### src/rtl/i2c_tgt_pkg.sv
package i2c_tgt_pkg;

    typedef enum logic [2:0] {
        ST_IDLE,
        ST_RECV,
        ST_ACK,
        ST_SEND,
        ST_MACK,
        ST_SKIP
    } tgt_state_e;

    typedef enum logic [1:0] {
        ROLE_DEV,
        ROLE_IDX_HI,
        ROLE_IDX_LO,
        ROLE_DATA
    } byte_role_e;

    typedef struct packed {
        logic scl;
        logic sda;
        logic scl_rise;
        logic scl_fall;
        logic start;
        logic stop;
    } line_evt_t;

    localparam int BYTE_BITS = 8;

    function automatic byte_role_e role_after_dev(input logic wide);
        return wide ? ROLE_IDX_HI : ROLE_IDX_LO;
    endfunction

endpackage

### src/rtl/i2c_tgt_linesync.sv
module i2c_tgt_linesync
    import i2c_tgt_pkg::*;
#(
    parameter int SYNC_STAGES = 2
) (
    input  logic      clk,
    input  logic      rst,
    input  logic      scl_i,
    input  logic      sda_i,
    output line_evt_t ev
);
    localparam int CHAIN = SYNC_STAGES + 1;

    logic [CHAIN-1:0] scl_p;
    logic [CHAIN-1:0] sda_p;

    always_ff @(posedge clk) begin
        if (rst) begin
            scl_p <= '1;
            sda_p <= '1;
        end else begin
            scl_p <= {scl_p[CHAIN-2:0], scl_i};
            sda_p <= {sda_p[CHAIN-2:0], sda_i};
        end
    end

    logic scl_now, scl_was, sda_now, sda_was;
    assign scl_now = scl_p[SYNC_STAGES-1];
    assign scl_was = scl_p[SYNC_STAGES];
    assign sda_now = sda_p[SYNC_STAGES-1];
    assign sda_was = sda_p[SYNC_STAGES];

    always_comb begin
        ev.scl      = scl_now;
        ev.sda      = sda_now;
        ev.scl_rise = scl_now & ~scl_was;
        ev.scl_fall = ~scl_now & scl_was;
        ev.start    = scl_now & scl_was & sda_was & ~sda_now;
        ev.stop     = scl_now & scl_was & ~sda_was & sda_now;
    end
endmodule

### src/rtl/i2c_tgt_regfile.sv
module i2c_tgt_regfile #(
    parameter int DEPTH = 64,
    parameter int AW    = $clog2(DEPTH)
) (
    input  logic          clk,
    input  logic          rst,
    input  logic          we,
    input  logic [AW-1:0] idx,
    input  logic [7:0]    wdata,
    output logic [7:0]    rdata
);
    logic [7:0] mem [DEPTH];

    always_ff @(posedge clk) begin
        if (rst) begin
            for (int i = 0; i < DEPTH; i++) mem[i] <= 8'h00;
        end else if (we) begin
            mem[idx] <= wdata;
        end
    end

    assign rdata = mem[idx];
endmodule

### src/rtl/i2c_tgt_engine.sv
module i2c_tgt_engine
    import i2c_tgt_pkg::*;
#(
    parameter logic [6:0] DEV_ADDR = 7'h50,
    parameter int         AW       = 6
) (
    input  logic          clk,
    input  logic          rst,
    input  line_evt_t     ev,
    input  logic          wide_index,
    input  logic [7:0]    rd_data,
    output logic [AW-1:0] ptr,
    output logic          wr_en,
    output logic [7:0]    wr_data,
    output logic          sda_pull
);
    tgt_state_e state;
    byte_role_e role;
    logic [7:0] shreg;
    logic [7:0] idx_hi;
    logic [3:0] bitn;
    logic       read_dir;
    logic       more;
    logic [15:0] full_idx;

    assign full_idx = wide_index ? {idx_hi, shreg} : {8'h00, shreg};

    // a byte bound for the register file completes on the falling edge after bit 8
    assign wr_en   = (state == ST_RECV) && ev.scl_fall && (bitn == 4'(BYTE_BITS))
                     && (role == ROLE_DATA) && !ev.start && !ev.stop;
    assign wr_data = shreg;

    always_ff @(posedge clk) begin
        if (rst) begin
            state    <= ST_IDLE;
            role     <= ROLE_DEV;
            shreg    <= 8'h00;
            idx_hi   <= 8'h00;
            bitn     <= 4'd0;
            read_dir <= 1'b0;
            more     <= 1'b0;
            ptr      <= '0;
            sda_pull <= 1'b0;
        end else if (ev.start) begin
            state    <= ST_RECV;
            role     <= ROLE_DEV;
            bitn     <= 4'd0;
            sda_pull <= 1'b0;
        end else if (ev.stop) begin
            state    <= ST_IDLE;
            sda_pull <= 1'b0;
        end else begin
            unique case (state)
                ST_RECV: begin
                    if (ev.scl_rise && bitn != 4'(BYTE_BITS)) begin
                        shreg <= {shreg[6:0], ev.sda};
                        bitn  <= bitn + 4'd1;
                    end else if (ev.scl_fall && bitn == 4'(BYTE_BITS)) begin
                        unique case (role)
                            ROLE_DEV: begin
                                if (shreg[7:1] == DEV_ADDR) begin
                                    read_dir <= shreg[0];
                                    role     <= role_after_dev(wide_index);
                                    sda_pull <= 1'b1;
                                    state    <= ST_ACK;
                                end else begin
                                    state <= ST_SKIP;
                                end
                            end
                            ROLE_IDX_HI: begin
                                idx_hi   <= shreg;
                                role     <= ROLE_IDX_LO;
                                sda_pull <= 1'b1;
                                state    <= ST_ACK;
                            end
                            ROLE_IDX_LO: begin
                                ptr      <= full_idx[AW-1:0];
                                role     <= ROLE_DATA;
                                sda_pull <= 1'b1;
                                state    <= ST_ACK;
                            end
                            default: begin
                                ptr      <= ptr + AW'(1);
                                sda_pull <= 1'b1;
                                state    <= ST_ACK;
                            end
                        endcase
                    end
                end
                ST_ACK: begin
                    if (ev.scl_fall) begin
                        bitn <= 4'd0;
                        if (read_dir) begin
                            shreg    <= rd_data;
                            ptr      <= ptr + AW'(1);
                            sda_pull <= ~rd_data[7];
                            state    <= ST_SEND;
                        end else begin
                            sda_pull <= 1'b0;
                            state    <= ST_RECV;
                        end
                    end
                end
                ST_SEND: begin
                    if (ev.scl_fall) begin
                        if (bitn == 4'(BYTE_BITS - 1)) begin
                            sda_pull <= 1'b0;
                            state    <= ST_MACK;
                        end else begin
                            shreg    <= {shreg[6:0], 1'b0};
                            sda_pull <= ~shreg[6];
                            bitn     <= bitn + 4'd1;
                        end
                    end
                end
                ST_MACK: begin
                    if (ev.scl_rise) begin
                        more <= ~ev.sda;
                    end else if (ev.scl_fall) begin
                        if (more) begin
                            shreg    <= rd_data;
                            ptr      <= ptr + AW'(1);
                            sda_pull <= ~rd_data[7];
                            bitn     <= 4'd0;
                            state    <= ST_SEND;
                        end else begin
                            state <= ST_SKIP;
                        end
                    end
                end
                default: ;
            endcase
        end
    end
endmodule

### src/rtl/i2c_reg_target.sv
module i2c_reg_target
    import i2c_tgt_pkg::*;
#(
    parameter logic [6:0] DEV_ADDR    = 7'h50,
    parameter int         DEPTH       = 64,
    parameter int         SYNC_STAGES = 2
) (
    input  logic clk,
    input  logic rst,
    input  logic scl_i,
    input  logic sda_i,
    input  logic wide_index,
    output logic sda_pull_o
);
    localparam int AW = $clog2(DEPTH);

    line_evt_t     ev;
    logic [AW-1:0] ptr;
    logic          mem_we;
    logic [7:0]    mem_wdata;
    logic [7:0]    mem_rdata;
    logic          scl_lvl;
    logic          stop_seen;

    assign scl_lvl   = ev.scl;
    assign stop_seen = ev.stop;

    i2c_tgt_linesync #(.SYNC_STAGES(SYNC_STAGES)) u_sync (
        .clk   (clk),
        .rst   (rst),
        .scl_i (scl_i),
        .sda_i (sda_i),
        .ev    (ev)
    );

    i2c_tgt_engine #(.DEV_ADDR(DEV_ADDR), .AW(AW)) u_engine (
        .clk        (clk),
        .rst        (rst),
        .ev         (ev),
        .wide_index (wide_index),
        .rd_data    (mem_rdata),
        .ptr        (ptr),
        .wr_en      (mem_we),
        .wr_data    (mem_wdata),
        .sda_pull   (sda_pull_o)
    );

    i2c_tgt_regfile #(.DEPTH(DEPTH), .AW(AW)) u_regs (
        .clk   (clk),
        .rst   (rst),
        .we    (mem_we),
        .idx   (ptr),
        .wdata (mem_wdata),
        .rdata (mem_rdata)
    );
endmodule

### config.mk
export PLATFORM = sky130hd
export DESIGN_NAME = i2c_reg_target
export DESIGN_NICKNAME = d
export VERILOG_FILES = /design/src/rtl/i2c_tgt_pkg.sv /design/src/rtl/i2c_tgt_linesync.sv /design/src/rtl/i2c_tgt_regfile.sv /design/src/rtl/i2c_tgt_engine.sv /design/src/rtl/i2c_reg_target.sv
export SDC_FILE = /design/constraint.sdc
export NUM_CORES = 1
export LEC_CHECK = 0
export CAP_MARGIN = 20
export CORE_MARGIN = 8
export CORE_UTILIZATION = 57
export CTS_BUF_LIST = sky130_fd_sc_hd__clkbuf_2
export DETAILED_ROUTE_END_ITERATION = 10
export DONT_BUFFER_PORTS = 1
export GPL_TIMING_DRIVEN = 0
export PLACE_DENSITY = 0.74
export SLEW_MARGIN = 20
export SYNTH_ARGS = -nofsm -noshare
export SYNTH_HDL_FRONTEND = slang
export SYNTH_SLANG_ARGS = --single-unit
### constraint.sdc
create_clock -name clk -period 3.2 [get_ports clk]
set_input_delay 0.64 -clock clk [delete_from_list [all_inputs] [get_ports clk]]
set_output_delay 0.64 -clock clk [all_outputs]
set_load 0.005 [all_outputs]
==> results.cfg <==
[run_status]
outcome = finished with violations
violations = setup timing

[worst_hold_path]
worstHoldStart = wide_index
hp-class = in -> reg

[synth]
synthSimpleGateAreaFrac_pct = 18.0
syn-num-nets = 1811
synth_top_family_by_area = simple AND/OR/NAND/NOR gates
synth_top_area_share_pct = 59.6
ys_ff_latch = 550
synth_top_cells_by_area = edfxtp_1 60%, mux4_2 12%, and2_1 11%, dfxtp_1 2.9%, or2_2 1.7%
synthAdderAreaFrac_pct = 0.339
ys_types = 66
synth_xor_area_share_pct = 0.0339
avgSynthCellArea_um2 = 14.3
synth_area_mm2 = 0.0258
synth_cells = 1799
synth-main-ff-cell = edfxtp_1
synth-seq-area-share_pct = 62.5
synth.area.mux_share_pct = 13.1
synth_compound_area_share_pct = 3.39
yosys.area.top_type = edfxtp_1
synth_edf_count = 512
yosysWarnings = 0
async_reset_ff_share_pct = 0

[clock_network]
htree_levels = 4
clkSinkCount = 550
cts_made_buffers = 142
insertion_delay_ps = 1360
cts.clk_slew.worst_paths_ps = 100
cts_tree = done
root_buffer = clkbuf_2
cts_buffer_depth = 3

[final_layout]
fin_nets = 1961
area_delta_synth_final_pct = 9.04
final_cells = 2657
fillCellCount = 3409
fin_area_mm2 = 0.0281
final_common_cell = edfxtp_1
final_cell_mix = 512 x edfxtp_1, 451 x and2_1, 204 x clkbuf_2
post_route_cells_drive_above_1_share_pct = 25.9

[drt]
vias = 17000
wl_um = 80800
wl_per_cell_um = 30.4
route.detailed.drc = 0
viasPerCell = 6.41
initialDrtViolationCount = 2087
firstDrtPassIters = 6
drt.antenna.violating_nets = 0

[power_and_ir_drop]
peakVddDrop_v = 0.000410
p_leak_nw = 9.48
power.total_mw = 13.9
power_density_mw_per_mm2 = 493

[sta]
setup_slack_ps = -99.6
finClkSkew_ps = 107
final.setup.tns_ps = -712
rsz0062_at_grt = false
period_share_pct = 103
slew_violations = 0
worst_pin_slew_ps = 1170
fin_crit_ps = 3300
relSlewSlack_pct = 22.1
hold_violations = 0
setup_violations = 13
fmax_mhz = 303

[critical_path]
path_cells = clkbuf_1 > nand3b_1 > clkbuf_1 > nor2_1 > or2_2
path_class = reg -> reg
cp_common_cell = clkbuf_1
cp_slowest_cell = clkbuf_1
required_ps = 4240
crit_buf_inv = 2
slowest_delay_ps = 780
crit_start = u_engine.ptr[2]
cp_max_fo = 10
r2r-start = u_engine.ptr[2]
crit_path_start_kind = flip-flop
worstPathArrival_ps = 4340
endpoint_kind = flip-flop
worst_path_dominant_cell_family = simple AND/OR/NAND/NOR gates

[die]
io_pins = 6
std_cell_rows = 78
core_area_mm2 = 0.0450
dieWidth_um = 229
fp.dieH_um = 229
start_util_pct = 57.4
fp.dieArea_mm2 = 0.0523

[global_route]
grtUsageTotal_pct = 30.7
grt_pass1_wl_um = 114000
grt-ovfl-total = 0
grt_pass1_vias = 16700
grt_max_degree = 20
antenna_found_initial = 4

[job]
cap_violations = 0

[placed_design]
dp_hpwl_um = 55100
placed_cells = 2399
placed_area_mm2 = 0.0266
portBuffers = 0
place.gp.congestion = 1.02
==> per-stage QoR <==
stage / hold WS (ps) / utilization (%) / worst slack [ps]
final: 168 / 62.6 / -99.6
after global routing: 104 / 62.5 / 1.97
after floorplan: 389 / - / 804
after global placement: 397 / 59.0 / -624
after CTS: 54.9 / 62.4 / 4.21
after detailed placement: 402 / 59.0 / -648
==> path summary, 6_finish.rpt <==
path | depth (start not counted) | slack [ps] | to
worst min register to register | 1 | 430 | u_sync.scl_p[1]
worst max-delay path | 5 | -100 | u_regs.mem[43][5]
worst min-delay path | 4 | 170 | u_engine.role[1]
worst max register to register | 5 | -100 | u_regs.mem[43][5]
==> final cells by class <==
| cell class | count | area [µm²] | share of cell area, % |
|---|---|---|---|
| diodes | 3 | 7.51 | 0.0267 |
| plain buffers | 138 | 683 | 2.43 |
| clock buffers | 200 | 1000 | 3.56 |
| clock inverters | 49 | 315 | 1.12 |
| inverters | 9 | 33.8 | 0.120 |
| multi-input cells | 1101 | 9150 | 32.5 |
| flip-flops and latches | 550 | 16100 | 57.3 |
| well taps | 600 | 751 | 2.67 |
| repair buffers | 7 | 67.6 | 0.240 |
==> power by group <==
group | switching, mW | leakage, nW | internal [mW]
Combinational | 0.388 | 3.32 | 0.200
Clock | 3.00 | 0.994 | 2.02
Sequential | 0.100 | 5.17 | 8.16
Total | 3.49 | 9.48 | 10.4
==> worst reg2reg max path: cells and delay by family (launching register included) <==
family / cells / cell delay, ps
flops: 1 / 350
buf+inv: 2 / 1090
simple gates: 3 / 1610
==> cells by family after synthesis <==
family | after synthesis
muxes | 173
adders and majority gates | 7
and+or+nand+nor | 799
buffers and inverters | 148
DFF | 550
AOI/OAI and AO/OA | 121
xor gates and xnor gates | 1
==> flip-flops by register name (all words and copies together), names as in the netlist, named ones only <==
| register | cells |
|---|---|
| u_engine.bitn | 4 |
| u_engine.more | 1 |
| u_engine.ptr | 6 |
| u_engine.read_dir | 1 |
| u_engine.role | 2 |
| u_engine.sda_pull | 1 |
| u_engine.state | 3 |
| u_engine.wr_data | 8 |
| u_regs.mem | 512 |
| u_sync.scl_p | 3 |
| u_sync.sda_p | 3 |
==> cell usage after synthesis, drive strengths merged, types with 16 or more instances <==
cell    count
or2        70
and2      451
mux4      132
buf        48
nor3       68
nor2b      16
dfxtp      38
clkbuf     91
nor2       96
nand2      45
a21oi      28
mux2i      38
edfxtp    512
a22oi      19
==> routing by layer <==
metal	track usage [%]	vias to the layer above	routed length (µm)
li1	-	7024	-
met1	39.2	8615	29900
met2	46.9	1174	37200
met3	9.90	215	9810
met4	15.4	0	3830
met5	0	-	0
==> timing repair <==
action	in CTS	in global routing
setup endpoints to repair	246	342
hold endpoints to repair	16	0
cloned	0	0
buffers inserted	1	0
gates resized for setup	38	23
pin swaps	2	1
hold buffers	6	0
(Power assumes the default switching activity.)
